### config.mk
export PLATFORM = sky130hd
export DESIGN_NAME = opx_unit
export DESIGN_NICKNAME = d
export VERILOG_FILES = /design/src/rtl/opx_unit.sv
export SDC_FILE = /design/constraint.sdc
export NUM_CORES = 1
export LEC_CHECK = 0
export ABC_CLOCK_PERIOD_IN_PS = 6140
export BUFFER_PORTS_ARGS = -buffer_cell sky130_fd_sc_hd__buf_2
export CAP_MARGIN = 5
export CELL_PAD_IN_SITES_DETAIL_PLACEMENT = 1
export CELL_PAD_IN_SITES_GLOBAL_PLACEMENT = 1
export CORE_ASPECT_RATIO = 1.1
export CORE_MARGIN = 2
export CORE_UTILIZATION = 48
export DETAILED_ROUTE_END_ITERATION = 10
export PLACE_DENSITY = 0.75
export SLEW_MARGIN = 20
export SYNTH_ARGS = -nofsm -noshare
export SYNTH_HDL_FRONTEND = slang
export SYNTH_SLANG_ARGS = --single-unit
### constraint.sdc
create_clock -name clk -period 6.14 [get_ports clk]
set_clock_uncertainty 0.2 [all_clocks]
set_input_delay 0.614 -clock clk [delete_from_list [all_inputs] [get_ports clk]]
set_output_delay 0.614 -clock clk [all_outputs]
set_load 0.05 [all_outputs]
### src/rtl/opx_unit.sv
`timescale 1ns/1ps
module opx_unit #(
  parameter int XLEN = 16,
  parameter int NREG = 8
) (
  input  logic        clk,
  input  logic        rst_n,
  input  logic [15:0] instr_i,
  input  logic        cc_load_i,
  input  logic [15:0] cc_value_i,
  output logic        wr_en_o,
  output logic [2:0]  wr_addr_o,
  output logic [15:0] wr_data_o,
  output logic [2:0]  cc_o
);
  localparam int AW  = $clog2(NREG);
  localparam int IMW = 5;

  logic [XLEN-1:0] rf [NREG];
  logic [2:0]      cc_q;

  wire [3:0]    opc   = instr_i[15:12];
  wire          do_add = (opc == 4'b0001);
  wire          do_and = (opc == 4'b0101);
  wire          do_not = (opc == 4'b1001);
  wire [AW-1:0] dst   = instr_i[11:9];
  wire [AW-1:0] src1  = instr_i[8:6];
  wire [AW-1:0] src2  = instr_i[2:0];

  wire [XLEN-1:0] imm  = {{(XLEN-IMW){instr_i[IMW-1]}}, instr_i[IMW-1:0]};
  wire [XLEN-1:0] opa  = rf[src1];
  wire [XLEN-1:0] opb  = instr_i[5] ? imm : rf[src2];

  logic [XLEN-1:0] res;
  always_comb begin
    res = '0;
    if (do_add)      res = opa + opb;
    else if (do_and) res = opa & opb;
    else if (do_not) res = ~opa;
  end

  function automatic logic [2:0] classify(input logic [XLEN-1:0] v);
    if (v[XLEN-1])   return 3'b100;
    else if (v == 0) return 3'b010;
    else             return 3'b001;
  endfunction

  assign wr_en_o   = do_add | do_and | do_not;
  assign wr_addr_o = dst;
  assign wr_data_o = res;
  assign cc_o      = cc_q;

  always_ff @(posedge clk) begin
    if (!rst_n) begin
      cc_q <= 3'b010;
      for (int i = 0; i < NREG; i++) rf[i] <= '0;
    end else if (wr_en_o) begin
      rf[dst] <= res;
      cc_q    <= classify(res);
    end else if (cc_load_i) begin
      cc_q    <= classify(cc_value_i);
    end
  end
endmodule


==> summary.md <==
| Metric | Value |
|---|---|
| Outcome | finished clean |
| RSZ-0062 raised after global routing | false |
| HP Class | in2reg |
| Yosys top cell area share | 0.473 |
| Final period utilization | 0.914 |
| Sequential share of the synthesized area | 0.481 |
| R2r setup slk | 1.24 ns |
| Setup WS pre-CTS | 0.455 ns |
| Post-route setup TNS | 0 ns |
| Largest buffer count on any clock path | 2 |
| Fin. Hold Viols | 0 |
| Synth cell types | 65 |
| Final nets | 767 |
| Synth area leader | edfxtp_1 |
| DRT iter0 DRCs | 504 |
| HP Start | rst_n |
| Power Dens Cells | 268 nW/um^2 |
| Top_reg_cell synth | edfxtp_1 |
| Highest Clock Rate | 178 MHz |
| Share of layout cells above drive strength 1 | 0.229 |
| Post-DP HPWL | 17.4 mm |
| Data arrival, critical path | 4.80 ns |
| Area growth from synthesis to layout | 11.1% |
| Clk Latency, worst-skew pair | 0.43 ns |
| Gpl congestion | 0.898 |
| Critical path's top delay family | buffers and inverters |
| Die height | 140 um |
| Vias in the first global route | 6,525 |
| Antenna violations before repair | 0 |
| CP endpoint kind | output pin |
| Via count | 6,102 |
| Mapped Area | 8120 um^2 |
| Largest net degree at the start of global routing | 32 |
| Slowest CP cell | buf_2 |
| CTS buffer count | 17 |
| Post-route setup slack | 0.530 ns |
| CTS tree | done |
| Final setup fails | 0 |
| Yosys reg bits | 131 |
| Drt first pass iters | 5 |
| Post CTS Setup Buffer Count | 0 |
| Critical Path, Cell by Cell | buf_2 > buf_4 > buf_4 > mux4_2 > a211oi_1 > nor2_1 > ha_1 > a21oi_1 > o211ai_1 > nor2_1 > o31ai_1 > o41a_1 > nand2_1 > inv_1 > buf_2 |
| Count leader, synth | nor2_1 |
| GRT Util Overall | 0.292 |
| Fill count | 1,716 |
| Worst Hold Depth | 2 |
| Routed Antenna Nets | 0 |
| Peak VDD IR | 0.000158 V |
| WL/cell | 27.1 um |
| Vias per cell | 6.55 |
| Number of gates resized after cts | 0 |
| Worst slew margin | 0.219 |
| Routed wire length | 25.2 mm |
| Synth Warn # | 0 |
| Async SR Flop Fraction | 0 |
| Row count | 49 |
| Worst EP required | 5.33 ns |
| Chip width | 128 um |
| Most common library cells after synthesis | nor2_1 (169), edfxtp_1 (128), mux4_2 (39) |
| Critical path launch point type | input port |
| ANT cells | 0 |
| PortBufs | 57 |
| Worst R2R End | cc_o[0] |
| Lkg Pwr | 3.44 nW |
| Reg2reg start | rf[2][0] |
| Worst-path maximum fanout | 20 |
| Core ar. | 16,400 um^2 |
| Max-cap viol count | 0 |
| Mapped Cells | 673 |
| Crit Path Category | in2out |
| Hold Path End | cc_o[1] |
| Buf+Inv Stages, Crit Path | 5 |
| Tmin final | 5.61 ns |
| Max Slew Vio Count | 0 |
| Worst r2r path cells | 13 |
| Root Buffer | clkbuf_16 |
| Die area | 18,000 um^2 |
| Clock-pin slew on the worst setup and hold paths | 0.06 ns |
| Max stage delay on crit path | 0.53 ns |
| Avg Synthesized Cell Area | 12.1 um^2 |
| Starting Density | 0.494 |
| Drt drc | 0 |
| Number of synthesized flops with an enable pin | 128 |
| Mapped Nets | 725 |
| Transition time of the tightest slew-check pin | 1.17 ns |
| Area contributors post-synth | edfxtp_1 (47%), mux4_2 (11%), nor2_1 (7.8%) |
| # IOs | 58 |
| Aggregate global routing overflow | 0 |
| Clock tree sinks | 131 |
| Htree depth | 4 |
| First-pass GRT wire length | 38.3 mm |
| CTS Hold Bufs | 0 |
==> final cells by class <==
cell class                 instances  area, um^2  area share
clock buffer                      20         437      0.0484
inverter                          21        78.8     0.00874
timing repair buffer              72         398      0.0441
clock inverter                    12        67.6     0.00749
tap                              204         255      0.0283
multi-input combinational        472        3880       0.430
sequential                       131        3900       0.433
==> worst register-to-register path: cells and delay by family, from the launching register on <==
kind                     cells  cell delay (ns)
AO/OA/AOI/OAI                6             1.80
XOR/XNOR                     1             0.12
adder cells (fa/ha/maj)      2             0.72
flip-flops                   1             0.42
multiplexers                 2             0.80
AND/OR/NAND/NOR              2             0.72
==> per-layer routing <==
| layer | track usage | routed length (um) | up-vias |
|---|---|---|---|
| li1 | - | - | 2622 |
| met1 | 0.382 | 10200 | 3113 |
| met2 | 0.480 | 12400 | 310 |
| met3 | 0.0523 | 1770 | 57 |
| met4 | 0.127 | 787 | 0 |
| met5 | 0 | 0 | - |
==> power by group <==
| group | switching [W] | internal (W) | leakage [nW] | total [W] |
|---|---|---|---|---|
| Sequential | 0.0000213 | 0.00102 | 1.35 | 0.00104 |
| Combinational | 0.000309 | 0.000178 | 1.85 | 0.000486 |
| Clock | 0.000384 | 0.000506 | 0.240 | 0.000890 |
==> worst max path at each step <==
| stage | from | to | slack (ns) | depth (start not counted) |
|---|---|---|---|---|
| floorplan | instr_i[0] | cc_o[0] | 0.85 | 15 |
| global placement | instr_i[0] | cc_o[0] | 0.57 | 15 |
| detailed placement | instr_i[0] | cc_o[0] | 0.46 | 15 |
| CTS | instr_i[0] | wr_data_o[15] | 0.61 | 15 |
| global route | instr_i[0] | wr_data_o[15] | 0.25 | 15 |
| finish | instr_i[0] | wr_data_o[15] | 0.53 | 15 |
==> state kept, by name, summed over array words and instances (netlist names) <==
register / flops
rf: 128
cc_o: 3
==> placed cells by master (no fill, tap or decap), types with 15 or more instances in the layout <==
cell type,count
clkbuf_16,17
mux4_1,21
ha_1,16
nand2_1,38
nor2b_1,20
inv_1,20
o21ai_0,22
nor2_1,169
buf_4,15
buf_2,57
edfxtp_1,128
mux4_2,39
==> cells by family after synthesis <==
logic type | Yosys count | share of synthesized area
and+or+nand+nor | 262 | 0.138
DFF | 131 | 0.481
AOI/OAI and AO/OA | 97 | 0.0922
muxes | 85 | 0.209
buffers and inverters | 70 | 0.0408
adders and majority gates | 17 | 0.0271
xor gates and xnor gates | 11 | 0.0119
==> metrics by stage <==
step / instances / util / hold WS (ns) / power, W / cell area, um^2
floorplan: 673 / - / 0.566 / 0.00140 / 8120
global placement: 900 / 0.519 / 0.381 / 0.00152 / 8520
detailed placement: 900 / 0.519 / 0.412 / 0.00154 / 8520
CTS: 932 / 0.549 / 0.318 / 0.00241 / 9020
global route: 932 / 0.549 / 0.353 / 0.00248 / 9020
finish: 932 / 0.549 / 0.330 / 0.00242 / 9020
(Power assumes the default switching activity.)
